**src/rtl/adc_scan_pkg.sv**
```systemverilog
package adc_scan_pkg;

  // 6-bit range code: [5] differential, [4] unipolar, [3] spare, [2:0] gain
  typedef struct packed {
    logic       diff;
    logic       uni;
    logic       spare;
    logic [2:0] gain;
  } range_code_t;

  localparam int CODE_W = $bits(range_code_t);

  // Configuration targets selected by cfg_sel
  localparam logic SEL_WINDOW = 1'b0;
  localparam logic SEL_RANGE  = 1'b1;

endpackage

```
**src/rtl/adc_range_mem.sv**
```systemverilog
module adc_range_mem
  import adc_scan_pkg::*;
#(
  parameter int N_CH = 16,
  parameter int AW   = $clog2(N_CH)
) (
  input  logic          clk,
  input  logic          rst,
  input  logic          wr_en,
  input  logic [AW-1:0] wr_addr,
  input  range_code_t   wr_data,
  input  logic          rd_en,
  input  logic [AW-1:0] rd_addr,
  output range_code_t   rd_data
);

  range_code_t mem [N_CH];

  // Table must come out of reset as all zero codes
  always_ff @(posedge clk) begin
    if (rst) begin
      for (int i = 0; i < N_CH; i++) mem[i] <= '0;
    end else if (wr_en) begin
      mem[wr_addr] <= wr_data;
    end
  end

  // Registered read port, loaded only when a conversion is accepted
  always_ff @(posedge clk) begin
    if (rst)        rd_data <= '0;
    else if (rd_en) rd_data <= mem[rd_addr];
  end

endmodule

```
**src/rtl/adc_scan_ptr.sv**
```systemverilog
module adc_scan_ptr #(
  parameter int N_CH = 16,
  parameter int AW   = $clog2(N_CH)
) (
  input  logic          clk,
  input  logic          rst,
  input  logic          load,
  input  logic [AW-1:0] load_first,
  input  logic [AW-1:0] load_last,
  input  logic          step,
  input  logic [AW-1:0] cur_chan,
  input  logic          cur_diff,
  output logic [AW-1:0] ptr,
  output logic [AW-1:0] first,
  output logic [AW-1:0] last
);

  localparam logic [AW-1:0] TOP_CH = AW'(N_CH - 1);

  logic          load_q;
  logic [AW-1:0] inc1, inc2, nxt;
  logic          at_end;

  always_comb begin
    inc1   = (cur_chan == TOP_CH) ? '0 : cur_chan + 1'b1;
    inc2   = (inc1 == TOP_CH) ? '0 : inc1 + 1'b1;
    at_end = (cur_chan == last) || (cur_diff && (inc1 == last));
    nxt    = at_end ? first : (cur_diff ? inc2 : inc1);
  end

  // A window load wins over a pending step, and also cancels a step
  // that belongs to a conversion accepted on the loading edge.
  always_ff @(posedge clk) begin
    if (rst) begin
      ptr    <= '0;
      first  <= '0;
      last   <= '0;
      load_q <= 1'b0;
    end else begin
      load_q <= load;
      if (load) begin
        first <= load_first;
        last  <= load_last;
        ptr   <= load_first;
      end else if (step && !load_q) begin
        ptr <= nxt;
      end
    end
  end

endmodule

```
**src/rtl/adc_conv_ctl.sv**
```systemverilog
module adc_conv_ctl #(
  parameter int AW    = 4,
  parameter int RES_W = 12,
  parameter int WORD_W = AW + RES_W
) (
  input  logic              clk,
  input  logic              rst,
  input  logic              trig,
  input  logic [AW-1:0]     ptr,
  input  logic              conv_ack,
  input  logic [RES_W-1:0]  conv_data,
  output logic              accept,
  output logic              adv,
  output logic              conv_req,
  output logic [AW-1:0]     conv_chan,
  output logic              res_valid,
  output logic [WORD_W-1:0] res_word,
  output logic              overrun
);

  assign accept = trig && !conv_req;

  always_ff @(posedge clk) begin
    if (rst) begin
      adv       <= 1'b0;
      conv_req  <= 1'b0;
      conv_chan <= '0;
      res_valid <= 1'b0;
      res_word  <= '0;
      overrun   <= 1'b0;
    end else begin
      adv       <= accept;
      res_valid <= 1'b0;
      if (accept) begin
        conv_req  <= 1'b1;
        conv_chan <= ptr;
      end else if (conv_req && conv_ack) begin
        conv_req  <= 1'b0;
        res_valid <= 1'b1;
        res_word  <= {conv_chan, conv_data};
      end
      if (trig && conv_req) overrun <= 1'b1;
    end
  end

endmodule

```
**src/rtl/adc_scan_seq.sv**
```systemverilog
module adc_scan_seq
  import adc_scan_pkg::*;
#(
  parameter int N_CH   = 16,
  parameter int RES_W  = 12,
  parameter int CFG_W  = 16,
  parameter int HI_LSB = 8,
  localparam int AW     = $clog2(N_CH),
  localparam int WORD_W = AW + RES_W
) (
  input  logic              clk,
  input  logic              rst,
  input  logic              cfg_wr,
  input  logic              cfg_sel,
  input  logic [CFG_W-1:0]  cfg_wdata,
  input  logic              trig,
  output logic              conv_req,
  output logic [AW-1:0]     conv_chan,
  output logic [CODE_W-1:0] conv_code,
  input  logic              conv_ack,
  input  logic [RES_W-1:0]  conv_data,
  output logic              res_valid,
  output logic [WORD_W-1:0] res_word,
  output logic              overrun
);

  logic          win_wr, rng_wr, accept, adv;
  logic [AW-1:0] ptr, first, last;
  range_code_t   cur_code;

  assign win_wr = cfg_wr && (cfg_sel == SEL_WINDOW);
  assign rng_wr = cfg_wr && (cfg_sel == SEL_RANGE);

  adc_range_mem #(.N_CH(N_CH), .AW(AW)) u_mem (
    .clk     (clk),
    .rst     (rst),
    .wr_en   (rng_wr),
    .wr_addr (first),
    .wr_data (range_code_t'(cfg_wdata[CODE_W-1:0])),
    .rd_en   (accept),
    .rd_addr (ptr),
    .rd_data (cur_code)
  );

  adc_scan_ptr #(.N_CH(N_CH), .AW(AW)) u_ptr (
    .clk        (clk),
    .rst        (rst),
    .load       (win_wr),
    .load_first (cfg_wdata[AW-1:0]),
    .load_last  (cfg_wdata[HI_LSB +: AW]),
    .step       (adv),
    .cur_chan   (conv_chan),
    .cur_diff   (cur_code.diff),
    .ptr        (ptr),
    .first      (first),
    .last       (last)
  );

  adc_conv_ctl #(.AW(AW), .RES_W(RES_W), .WORD_W(WORD_W)) u_ctl (
    .clk       (clk),
    .rst       (rst),
    .trig      (trig),
    .ptr       (ptr),
    .conv_ack  (conv_ack),
    .conv_data (conv_data),
    .accept    (accept),
    .adv       (adv),
    .conv_req  (conv_req),
    .conv_chan (conv_chan),
    .res_valid (res_valid),
    .res_word  (res_word),
    .overrun   (overrun)
  );

  assign conv_code = cur_code;

endmodule

```
**config.mk**
```make
export PLATFORM = sky130hd
export DESIGN_NAME = adc_scan_seq
export DESIGN_NICKNAME = d
export VERILOG_FILES = /design/src/rtl/adc_scan_pkg.sv /design/src/rtl/adc_range_mem.sv /design/src/rtl/adc_scan_ptr.sv /design/src/rtl/adc_conv_ctl.sv /design/src/rtl/adc_scan_seq.sv
export SDC_FILE = /design/constraint.sdc
export NUM_CORES = 1
export LEC_CHECK = 0
export BUFFER_PORTS_ARGS = -buffer_cell sky130_fd_sc_hd__buf_4
export CORE_AREA = 5 5 113 115
export CTS_CLUSTER_DIAMETER = 150
export DETAILED_ROUTE_END_ITERATION = 10
export DIE_AREA = 0 0 118 120
export PLACE_DENSITY = 0.83
export REMOVE_ABC_BUFFERS = 1
export SKIP_CTS_REPAIR_TIMING = 1
export SLEW_MARGIN = 20
export SYNTH_ARGS = -nofsm -noshare
export SYNTH_HDL_FRONTEND = slang
export SYNTH_SLANG_ARGS = --single-unit
```
**constraint.sdc**
```tcl
create_clock -name clk -period 4 [get_ports clk]
set_input_delay 0.8 -clock clk [delete_from_list [all_inputs] [get_ports clk]]
set_output_delay 0.8 -clock clk [all_outputs]
set_load 0.005 [all_outputs]
```
Word level (Yosys, flattened, before mapping)
Memory sizes are Yosys's and may differ from the RTL's. A register that Yosys moved wholly into a read port is not among the register bits.
Cells that the tools add are included.
{"block": "op_classes", "add_sub_neg": 2, "eq_ne": 4, "muxes": 17, "n_bitwise": 2, "n_reduce_logical": 15}
{"op": "two-way mux 4 bit", "count": 7}
{"op": "two-way mux 1 bit", "count": 9}
{"op": "adder 4 x 1 -> 4 bit, second input constant", "count": 2}
{"op": "equality test 4 bit", "count": 2}
{"op": "equality test 4 bit, second input constant", "count": 2}
{"op": "logical AND 1 bit", "count": 7}
{"op": "two-way mux 6 bit", "count": 1}
{"op": "OR reduction 6 bit", "count": 1}
{"op": "nonzero test 2 bit", "count": 2}
{"op": "logical NOT 1 bit", "count": 2}
{"op": "NOT 1 bit", "count": 2}
{"op": "AND reduction 2 bit", "count": 1}
{"op": "OR reduction 2 bit", "count": 1}
{"op": "logical OR 1 bit", "count": 1}
{"block": "totals", "regBits": 37, "mem_bits_rw": 96, "input_bits": 34, "wordCells": 51, "mem_count": 1}
{"name": "u_mem.mem", "depth": 16, "width": 6, "rd": 1, "rd_clocked_by_memory_dff": 1, "wr": 16, "line": "adc_range_mem.sv:17", "text": "range_code_t mem [N_CH];"}

Depth between registers and ports, before layout
Gate-level depths: netlist of the first run.
{"block": "depth", "word_depth": 8, "depth_mapped": 8, "ltp_nobuf": 7}

Hierarchy
From an unflattened synthesis of the first run, not the netlist that was laid out.
{"block": "unflattened", "cells_unflattened": 563, "area_unflattened_um2": 6598.8}
{"mod": "adc_range_mem", "instances": 1, "cells_per_inst": 373, "area_each_um2": 4773.3}
{"mod": "adc_conv_ctl", "instances": 1, "cells_per_inst": 97, "area_each_um2": 997.2}
{"mod": "adc_scan_ptr", "instances": 1, "cells_per_inst": 91, "area_each_um2": 812.0}
{"mod": "adc_scan_seq", "instances": 1, "cells_per_inst": 2, "area_each_um2": 16.3}

Worst setup path before layout of the first run
OpenSTA, ideal clock, no wires.
{"block": "synth_path", "path_type": "input to register", "from": "input rst", "to": "memory u_mem.mem[0][0] (netlist bit), enable pin", "setup_time_ns": 0.304, "arrival_time_ns": 2.080, "required_ns": 3.696, "setup_slack_ns": 1.616, "path_stages": 5, "path_buffers": 1, "cell_sequence": "clkbuf_1 nand3b_1 or3_1 nor3_1 or2_2"}
{"element": "from (decl)", "line": "adc_scan_seq.sv:12", "text": "input logic rst,"}
{"element": "to (decl)", "line": "adc_range_mem.sv:17"}

Worst setup path in the final report of the first run
{"block": "layout_path", "from": "register u_ctl.conv_chan[0]", "to": "register u_ptr.ptr[2]"}
{"block": "layout_via", "elab_chain_len": 8, "elab_cells_between_ends": 14}
{"element": "from (decl)", "line": "adc_conv_ctl.sv:15", "text": "output logic [AW-1:0] conv_chan,"}
{"element": "from (signal assigned)", "line": "adc_conv_ctl.sv:36", "text": "conv_chan <= ptr;"}
{"element": "adder 4 x 1 -> 4 bit or equality test 4 bit (tied branches)", "line": "adc_scan_ptr.sv:25", "text": "inc1 = (cur_chan == TOP_CH) ? '0 : cur_chan + 1'b1;"}
{"element": "two-way mux 4 bit", "line": "adc_scan_ptr.sv:25"}
{"element": "adder 4 x 1 -> 4 bit (tied with other cells)", "line": "adc_scan_ptr.sv:26", "text": "inc2 = (inc1 == TOP_CH) ? '0 : inc1 + 1'b1;"}
{"element": "two-way mux 4 bit or logical AND 1 bit (tied branches)", "line": "adc_scan_ptr.sv:26, adc_scan_ptr.sv:27"}
{"element": "two-way mux 4 bit or logical OR 1 bit (tied branches)", "line": "adc_scan_ptr.sv:28, adc_scan_ptr.sv:27"}
{"element": "two-way mux 4 bit *", "line": "adc_scan_ptr.sv:28", "text": "nxt = at_end ? first : (cur_diff ? inc2 : inc1);"}
{"element": "two-way mux 4 bit *", "line": "adc_scan_ptr.sv:45", "text": "end else if (step && !load_q) begin"}
{"element": "two-way mux 4 bit *", "line": "adc_scan_ptr.sv:41", "text": "if (load) begin"}
{"element": "to (signal assigned)", "line": "adc_scan_ptr.sv:44", "text": "ptr <= load_first;"}
{"element": "to (signal assigned)", "line": "adc_scan_ptr.sv:46", "text": "ptr <= nxt;"}
{"element": "to (decl)", "line": "adc_scan_ptr.sv:13", "text": "output logic [AW-1:0] ptr,"}
Every way passes the cells marked *; elsewhere a longest branch is shown, timed or not. The select of a mux whose other input is x is not followed.
A chain may end at the register's enable or synchronous reset.

==> results of run 1 <==
## final cells by class
cell class,instances,area [um2]
Fill cell,859,4360
Sequential cell,139,3750
Multi-Input combinational cell,313,2350
Clock buffer,28,573
Timing Repair Buffer,58,435
Tap cell,147,184
Clock inverter,4,47.5
Inverter,3,11.3
## cell usage in the layout, fill, tap and decap left out, types with 6 or more instances in the layout
| master | n |
|---|---|
| nor3_1 | 8 |
| edfxtp_1 | 96 |
| a21oi_1 | 21 |
| or2_2 | 16 |
| mux4_2 | 27 |
| clkbuf_16 | 21 |
| nand2_1 | 42 |
| xor2_1 | 6 |
| dfxtp_1 | 41 |
| nand2b_1 | 6 |
| nor2_1 | 25 |
| a22o_1 | 16 |
| and2_1 | 96 |
| mux2i_1 | 6 |
| buf_4 | 58 |
## cell families (layout without fill, tap and decap cells)
group	Yosys count	after routing
simple gates	207	207
flops	139	139
compound gates	59	59
mux	35	35
buf+inv	34	93
xor+xnor	10	10
fa+ha+maj	2	2
## metrics by stage
step	instance area [um2]	power [uW]	hold WS, ns
floorplan	6100	1820	0.447
global placement	6730	1940	0.448
detailed placement	6730	1950	0.451
CTS	7350	3530	0.458
global route	7350	3630	0.482
finish	7350	3520	0.456
## cell usage after synthesis, types with 2 or more instances
| library cell | count | share of area, % |
|---|---|---|
| a22o_1 | 16 | 2.2 |
| nand3_1 | 4 | 0.32 |
| buf_1 | 4 | 0.24 |
| o21bai_1 | 2 | 0.24 |
| buf_6 | 3 | 0.54 |
| buf_2 | 4 | 0.32 |
| o22ai_1 | 2 | 0.20 |
| nor2b_1 | 3 | 0.30 |
| a31oi_1 | 2 | 0.20 |
| edfxtp_1 | 96 | 46 |
| mux2_2 | 2 | 0.36 |
| xnor2_1 | 3 | 0.42 |
| nand2_1 | 42 | 2.5 |
| nor3_1 | 8 | 0.64 |
| clkbuf_1 | 19 | 1.1 |
| or2_2 | 16 | 1.6 |
| mux4_2 | 27 | 9.7 |
| o21ai_0 | 3 | 0.24 |
| ha_1 | 2 | 0.40 |
| xor2_1 | 6 | 0.84 |
| a21oi_1 | 22 | 1.8 |
| inv_1 | 3 | 0.18 |
| o211ai_1 | 3 | 0.36 |
| nand2b_1 | 6 | 0.60 |
| mux2i_1 | 6 | 0.96 |
| a21boi_0 | 2 | 0.24 |
| nand3b_1 | 3 | 0.36 |
| dfxtp_1 | 43 | 14 |
| and2_1 | 96 | 9.6 |
| nor2_1 | 25 | 1.5 |
## worst max-delay path, cell delays in order (launching register included)
cell       delay (ns)
dfxtp_1          0.57
ha_1             0.32
xor2_2           0.30
mux2i_1          0.26
o2111ai_2        0.16
o21a_4           0.25
mux2i_1          0.13
a2111oi_2        0.36
## state kept, by name, summed over array words and instances, names as in the netlist, 4 cells and up
| register | cells |
|---|---|
| u_mem.rd_data | 6 |
| u_ptr.first | 4 |
| u_ctl.conv_chan | 4 |
| u_ctl.res_word | 16 |
| u_mem.mem | 96 |
| u_ptr.last | 4 |
| u_ptr.ptr | 4 |
## power by group through the flow
stage	Combinational [uW]	Sequential (uW)	Clock [uW]
2_1_floorplan	158	1660	0
3_3_place_gp	258	1680	0
3_5_place_dp	265	1680	0
4_1_cts	269	1650	1610
5_1_grt	289	1660	1680
6_report	267	1650	1600
## routing by layer
layer / GRT usage, % / up-vias
met5: 0 / -
met4: 6.74 / 0
met1: 24.6 / 1950
met3: 6.41 / 23
met2: 32.5 / 158
li1: - / 1839
## worst paths after layout
check	from	slack (ns)	depth (start not counted)	end
max reg2reg	u_ctl.conv_chan[0]	1.55	7	u_ptr.ptr[2]
min	u_mem.rd_data[0]	0.46	2	u_mem.rd_data[0]
min reg2reg	u_mem.rd_data[0]	0.46	2	u_mem.rd_data[0]
max	u_ctl.conv_chan[0]	1.55	7	u_ptr.ptr[2]
==> key figures, run 1 <==
Clocking
  – Inserted Clock Buffers: 17
  – CTS Sinks: 139
  – CTS clk-pin slew, worst paths: 0.06 ns
  – Worst skew pair latency: 0.42 ns
  – Maximum clock insertion buffer count: 2
  – # H-tree levels: 4
  – Clock root cell: clkbuf_16
  – CTS tree: built

Route
  – Highest routed layer: met4
  – Routed len/inst: 19.2 um
  – Routed wl met2: 6590 um
  – DRT Wirelength: 13300 um
  – Via count: 3970
  – 1st-iter DRT viols: 401
  – Vias per cell: 5.74
  – First drt pass iteration count: 5
  – # DRC: 0
  – Met1 WL: 5520 um
  – Met3 WL: 965 um
  – Post-DRT Antenna Nets: 0

Timing
  – Worst-Margin Slew: 0.953 ns
  – Final Max Tran Viols: 0
  – Final min period: 2.45 ns
  – Fmax: 408 MHz
  – Setup TNS: 0 ns
  – Max-slew headroom: 36.3%
  – Post-Route Skew: 0.00514 ns
  – Final hold viol count: 0
  – Fin crit share: 61.3%
  – Setup ws final: 1.55 ns
  – Unrepaired setup endpoints after global routing: no
  – Final setup violation count: 0

Synth
  – Mux share of post-synthesis cell area: 11.0%
  – Post-synth EDFFs: 96
  – #FFs+latches synth: 139
  – Main combinational cell family by area after synthesis: simple AND/OR/NAND/NOR gates
  – Post-synthesis async set-or-reset flop share: 0%
  – Synth Area in Compound Gates: 6.72%
  – Cell variety after synth: 43
  – Seq/Total Area, Yosys: 59.9%
  – Simple-gate area share of the yosys netlist: 17.9%
  – Top FF cell, synth: edfxtp_1
  – Syn Inst Count: 486
  – Post-Synth Adder-Cell Area: 0.400%
  – Mean post-synth cell area: 12.9 um2
  – Netlist Area Pre-Place: 0.00625 mm2
  – Post-Synth XOR/XNOR Area: 1.52%
  – Syn. warnings: 0

Setup path
  – Crit path DAT: 2.77 ns
  – Crit path kind: reg -> reg
  – Worst-path maximum fanout: 12
  – Crit path launch type: flip-flop
  – Critical Path RT: 4.32 ns
  – Endpoint class of the critical path: flip-flop

Global route
  – Largest net degree at the start of global routing: 46
  – Grt total ovfl: 0
  – Initial antenna violation count: 0
  – Total track usage: 19.7%
  – First-pass GRT wire length: 21600 um
  – Vias in the first global route: 4101

Die
  – Die width: 118 um
  – Rows: 40
  – CORE AREA: 0.0117 mm2
  – Die area: 0.0142 mm2
  – Initial core utilization: 53.4%
  – Die height: 120 um
  – Num ports: 63

Hold path
  – Hold Path Class: reg -> reg

Layout
  – Area delta synth->final: 17.6%
  – Final core occ: 62.8%
  – Layout Nets: 568
  – Antenna diode count: 0
  – Fraction of layout cells with a size suffix above 1: 25.7%
  – Post-route insts no fill: 692

Placement
  – Post-Place Setup Slack: 1.34 ns
  – Dpl cells: 660
  – Placer Congestion: 0.849
  – DP HPWL: 9180 um
  – PortBufs: 56

Power and ir drop
  – Sw frac: 21.2%
  – Lkg Pwr: 0.00281 uW
  – Peak supply drop: 0.369 mV
  – Combinational Power Share: 7.6%
  – Part of the power in registers: 47.0%
  – Pwr/cell area: 479 mW/mm2
  – Int Pwr: 2770 uW
  – Clock share of power: 45.4%
  – P_sw: 747 uW

Status
  – Outcome: complete, no violations

Flow run
  – Max-cap viol count: 0
Power figures use the tool's default switching activity.
==> run 2, diff against run 1 <==
Clock period 4 ns to 2.54 ns, I/O delays scaled along.
==> run 2 against run 1 <==
Effect of this change: critical endpoint unchanged; flip-flop and latch count unchanged; critical path depth unchanged; first-iteration DRC count up 9.0%; sequential power up 56%; clock-buffer cell count down 5; critical path type unchanged; sequential share of layout area down 0.34 points; clock skew about the same; non-clock buffer count up 18; final area up 0.65%; maximum frequency up 9.4%; clock power up 39%; worst hold slack worse by 0.16 ns.
==> key figures, run 2 (synthesized netlist as in run 1, its figures left out) <==
Clocking
  – CTS Sinks: 139
  – Maximum clock insertion buffer count: 2
  – Inserted Clock Buffers: 17
  – # H-tree levels: 4
  – Worst skew pair latency: 0.42 ns
  – Clock root cell: clkbuf_16
  – CTS tree: built
  – CTS clk-pin slew, worst paths: 0.06 ns

Die
  – Num ports: 63
  – Die width: 118 um
  – Die area: 0.0142 mm2
  – CORE AREA: 0.0117 mm2
  – Die height: 120 um
  – Initial core utilization: 53.4%
  – Rows: 40

Global route
  – Total track usage: 20.0%
  – Largest net degree at the start of global routing: 43
  – Grt total ovfl: 0
  – Vias in the first global route: 4154
  – Initial antenna violation count: 0
  – First-pass GRT wire length: 21700 um

Power and ir drop
  – Pwr/cell area: 712 mW/mm2
  – Peak supply drop: 0.596 mV
  – Lkg Pwr: 0.00286 uW

Route
  – DRT Wirelength: 13600 um
  – Post-DRT Antenna Nets: 0
  – Routed len/inst: 19.2 um
  – First drt pass iteration count: 7
  – Vias per cell: 5.70
  – Via count: 4049
  – 1st-iter DRT viols: 437
  – # DRC: 0

Layout
  – Layout Nets: 586
  – Area delta synth->final: 18.3%
  – Flip-flop and latch area: 0.00374 mm2
  – Antenna diode count: 0
  – Fillcell total: 833
  – Largest regs: u_mem.mem (96), u_ctl.res_word (16), u_mem.rd_data (6)
  – Area used by multi-input combinational logic: 0.00235 mm2
  – Register name with the most flops: u_mem.mem
  – Fraction of layout cells with a size suffix above 1: 27.0%
  – Commonest cells after routing, fill and taps aside: and2_1, edfxtp_1, buf_4
  – Max FFs per register: 96
  – Final core occ: 63.2%

Timing
  – Post-Route Skew: 0.00554 ns
  – Unrepaired setup endpoints after global routing: no
  – Max-slew headroom: 32.3%
  – Setup TNS: 0 ns
  – Worst-Margin Slew: 1.01 ns
  – Final setup violation count: 0
  – Fmax: 446 MHz
  – Final Max Tran Viols: 0
  – Final hold viol count: 0
  – Fin crit share: 88.2%
  – Final min period: 2.24 ns

Setup path
  – Critical Path RT: 2.86 ns
  – Top cell by count, worst path: mux2i_1
  – Endpoint class of the critical path: flip-flop
  – CP Cell Sequence: ha_1 -> xor2_2 -> mux2i_1 -> o2111ai_2 -> o21a_4 -> mux2i_1 -> a2111oi_2
  – CP max-delay cell: dfxtp_1
  – Worst-path maximum fanout: 5
  – Slowest stage delay, CP: 0.41 ns
  – Crit path kind: reg -> reg
  – Crit path DAT: 2.56 ns
  – Crit path launch type: flip-flop

Placement
  – PortBufs: 56
  – DP HPWL: 9480 um
  – Placer Congestion: 0.821

Flow run
  – Max-cap viol count: 0

Status
  – Outcome: complete, no violations

Hold path
  – Hold Path Class: in -> reg
-- run 2: path summary, 6_finish.rpt --
kind	from	to	slack [ns]	cells past startpoint
max	u_ctl.conv_chan[0]	u_ptr.ptr[2]	0.30	7
min	conv_data[3]	u_ctl.res_word[3]	0.29	2
max reg2reg	u_ctl.conv_chan[0]	u_ptr.ptr[2]	0.30	7
min reg2reg	u_mem.rd_data[1]	u_mem.rd_data[1]	0.46	2
-- run 2: where the power goes --
group / total [uW] / switching [uW] / internal, uW
clock network: 2230 / 896 / 1330
registers: 2570 / 59.2 / 2510
logic: 473 / 246 / 227
-- run 2: through the flow --
| step | instances | setup slack [ns] | hold WS, ns | total power (uW) | area [um2] |
|---|---|---|---|---|---|
| 6_report | 710 | 0.299 | 0.292 | 5270 | 7400 |
| 5_1_grt | 710 | 0.163 | 0.291 | 5430 | 7400 |
| 4_1_cts | 710 | 0.309 | 0.282 | 5280 | 7390 |
| 3_5_place_dp | 678 | 0.333 | 0.450 | 3080 | 6870 |
| 3_3_place_gp | 678 | 0.409 | 0.448 | 3060 | 6870 |
| 2_1_floorplan | 455 | 0.0176 | 0.447 | 2870 | 6100 |
-- run 2: cell type report --
type	instances	area share (%)
flip-flops and latches	139	50.6
multi-input cells	313	31.8
clock buffers	23	6.05
repair buffers	76	7.88
clock inverters	9	0.998
well taps	147	2.49
inverters	3	0.152
-- run 2: layer usage --
metal  share of wire (%)  global-route usage (%)  vias to the layer above  wire (um)
met5                   0                       0                        -          0
met4                 1.7                    7.38                        0        233
met3                 7.7                    7.54                       28       1040
met2                  49                    32.9                      165       6710
met1                  41                    24.1                     1981       5630
li1                    -                       -                     1875          -
-- run 2: critical path: cells and delay by family (launching register included) --
family / cells / cell delay, ns
AOI/OAI and AO/OA: 3 / 0.78
xor gates and xnor gates: 1 / 0.30
adders and majority gates: 1 / 0.29
DFF: 1 / 0.41
muxes: 2 / 0.38
==> run 3, diff against run 2 <==
Settings changed: BUFFER_PORTS_ARGS -buffer_cell sky130_fd_sc_hd__buf_4 to -buffer_cell sky130_fd_sc_hd__buf_2, CORE_AREA 5 5 113 115 to 5 5 135 137, DIE_AREA 0 0 118 120 to 0 0 140 142, PLACE_DENSITY 0.83 to 0.66, SYNTH_HIERARCHICAL set to 1.
==> run 3 against run 2 <==
Effect of this change: sequential share of layout area decreased by 2.4 points; clock-buffer cell count is 2 lower; setup slack improved by 0.036 ns; core utilization decreased by 17 points; total power grew 7.6%; final area rose by 5.0%; worst hold slack gained 0.037 ns; sequential power about the same; critical path depth stayed put; maximum frequency increased by 1.6%; highest routed layer is now met5.
==> key figures, run 3 <==
Setup path
  – Largest delay contributor family on the critical path: compound AO/OA/AOI/OAI gates
  – Reg2Reg Setup Slack: 0.34 ns
  – CP Cell Sequence: ha_1 -> a22o_1 -> mux2i_4 -> xnor2_1 -> a32o_2 -> and3_4 -> o41ai_2
  – Critical Path RT: 2.87 ns
  – Worst Setup SP: u_ctl/conv_chan[0]
  – Crit path DAT: 2.53 ns
  – Endpoint class of the critical path: flip-flop
  – Crit path launch type: flip-flop
  – CP max-delay cell: dfxtp_1
  – CP Buf/Inv Count: 0
  – Worst reg-to-reg path cell count: 7
  – Crit path kind: reg -> reg
  – Worst-path maximum fanout: 9
  – CP endpoint: u_ptr/ptr[1]
  – Slowest stage delay, CP: 0.53 ns
  – Worst path depth: 7
  – RR Endpoint: u_ptr/ptr[1]
  – R2R Path Start: u_ctl/conv_chan[0]

Placement
  – PortBufs: 56
  – Placer Congestion: 0.860
  – DP HPWL: 9860 um
  – Dpl cells: 831

Power and ir drop
  – Pwr/cell area: 729 mW/mm2
  – Design Power: 5660 uW
  – Peak supply drop: 0.484 mV
  – Lkg Pwr: 0.00299 uW

Layout
  – Fraction of layout cells with a size suffix above 1: 23.2%
  – Largest regs: u_mem/mem (96), u_ctl/res_word (16), u_mem/rd_data (6)
  – Register name with the most flops: u_mem/mem
  – Commonest cells after routing, fill and taps aside: and2_1, edfxtp_1, mux2i_1
  – Antenna diode count: 0
  – Max FFs per register: 96
  – Area delta synth->final: 17.7%
  – Fillcell total: 1610
  – Area used by multi-input combinational logic: 0.00265 mm2
  – Flip-flop and latch area: 0.00374 mm2
  – Post-route insts no fill: 863
  – Layout Nets: 662
  – Commonest non-fill, non-tap cell in the layout: and2_1

Timing
  – Unrepaired setup endpoints after global routing: no
  – Max-slew headroom: 52.4%
  – Final hold viol count: 0
  – Worst-Margin Slew: 0.713 ns
  – Fmax: 454 MHz
  – Final hold slack: 0.329 ns
  – Final Max Tran Viols: 0
  – Fin crit share: 86.8%
  – Setup TNS: 0 ns
  – Final min period: 2.20 ns
  – Final setup violation count: 0
  – Post-Route Skew: 0.00701 ns

Global route
  – M3 GR Usage: 3.70%
  – Global-route met2 utilization: 25.7%
  – GR Layer Usage met1: 18.4%
  – Largest net degree at the start of global routing: 51
  – First-pass GRT wire length: 23000 um
  – Busiest grt layer: met2
  – Initial antenna violation count: 1
  – Vias in the first global route: 4466
  – Grt total ovfl: 0
  – Total track usage: 14.9%

Die
  – Rows: 48
  – CORE AREA: 0.0169 mm2
  – Die area: 0.0199 mm2
  – Num ports: 63
  – Initial core utilization: 39.0%
  – Die height: 142 um
  – Die width: 140 um

Status
  – Outcome: complete, no violations

Synth
  – Most common cell in the synthesized netlist: and2_1
  – Top FF cell, synth: edfxtp_1
  – Post-synthesis async set-or-reset flop share: 0%
  – Mean post-synth cell area: 11.7 um2
  – Synth Area in Compound Gates: 6.75%
  – Mux share of post-synthesis cell area: 9.92%
  – Synth area leaders: edfxtp_1, dfxtp_1, mux2i_1
  – Syn. warnings: 6
  – Syn Inst Count: 563
  – Synth area leader: edfxtp_1
  – Post-synth EDFFs: 96
  – Seq/Total Area, Yosys: 56.7%
  – #FFs+latches synth: 139
  – Cell variety after synth: 47
  – Main combinational cell family by area after synthesis: simple AND/OR/NAND/NOR gates
  – Synth top area share: 43.7%
  – Post-Synth Adder-Cell Area: 0.569%
  – Netlist Area Pre-Place: 0.00660 mm2
  – Simple-gate area share of the yosys netlist: 21.4%
  – Post-Synth XOR/XNOR Area: 1.46%
  – Most frequent cells after synthesis: and2_1, edfxtp_1, mux2i_1

Route
  – Vias per cell: 5.01
  – Post-DRT Antenna Nets: 0
  – 1st-iter DRT viols: 284
  – # DRC: 0
  – First drt pass iteration count: 4
  – Via count: 4326
  – DRT Wirelength: 14600 um
  – Routed len/inst: 16.9 um

Clocking
  – Clock root cell: clkbuf_16
  – CTS clk-pin slew, worst paths: 0.06 ns
  – # H-tree levels: 4
  – Worst skew pair latency: 0.42 ns
  – CTS tree: built
  – Inserted Clock Buffers: 17
  – Maximum clock insertion buffer count: 2
  – CTS Sinks: 139

Hold path
  – Hold Path Class: in -> reg

Flow run
  – Max-cap viol count: 0
run 3: changes by cell type after synthesis, moves of 9 or more:
cell,before,now
mux2i_1,6,62
a22oi_1,0,14
mux4_2,27,0
nand3_1,4,25
a21bo_2,0,12
nand2_1,42,33
a22o_1,16,1
run 3: area by class of cell:
type,count,share of cell area (%)
repair buffers,76,5.70
inverters,3,0.145
clock inverters,11,2.13
multi-input cells,388,34.1
well taps,225,3.63
clock buffers,21,6.06
flip-flops and latches,139,48.2
run 3: logic make-up after synthesis:
family / Yosys count
simple gates: 248
xor+xnor: 11
compound gates: 62
buf+inv: 36
mux: 64
fa+ha+maj: 3
flops: 139
run 3: worst min path at each step:
stage	from	end	slack, ns	cells after the start
6_report	cfg_wdata[9]	u_ptr/last[1]	0.33	3
2_1_floorplan	u_mem/rd_data[0]	u_mem/rd_data[0]	0.45	2
4_1_cts	cfg_wdata[9]	u_ptr/last[1]	0.31	3
3_3_place_gp	u_ctl/overrun	u_ctl/overrun	0.45	2
5_1_grt	conv_data[10]	u_ctl/res_word[10]	0.34	3
3_5_place_dp	u_ctl/res_word[15]	u_ctl/res_word[15]	0.47	2
run 3: through the flow:
stage | cell area [um2] | utilization [%] | setup WS [ns]
2_1_floorplan | 6400 | - | 0.0286
3_3_place_gp | 7130 | 42.1 | 0.448
3_5_place_dp | 7130 | 42.1 | 0.367
4_1_cts | 7760 | 45.8 | 0.370
5_1_grt | 7760 | 45.8 | 0.204
6_report | 7760 | 45.8 | 0.335
run 3: tightest hold or removal path, cell delays in order:
cell and delay [ns]:
buf_2 0.08, mux2i_1 0.05, nor2_1 0.07
run 3: power breakdown:
group / internal (uW) / leakage (uW) / switching (uW) / total, uW
combinational: 189 / 0.00134 / 275 / 464
clock: 1720 / 0.000303 / 913 / 2630
sequential: 2510 / 0.00135 / 60.1 / 2570
total: 4410 / 0.00299 / 1250 / 5660
run 3: routing by layer:
metal,part of all wire (%),wire length (um),vias to the layer above
met5,0.14,20,-
met4,1.5,216,2
met3,4.6,669,21
met2,50,7240,100
met1,44,6410,2082
li1,-,-,2121
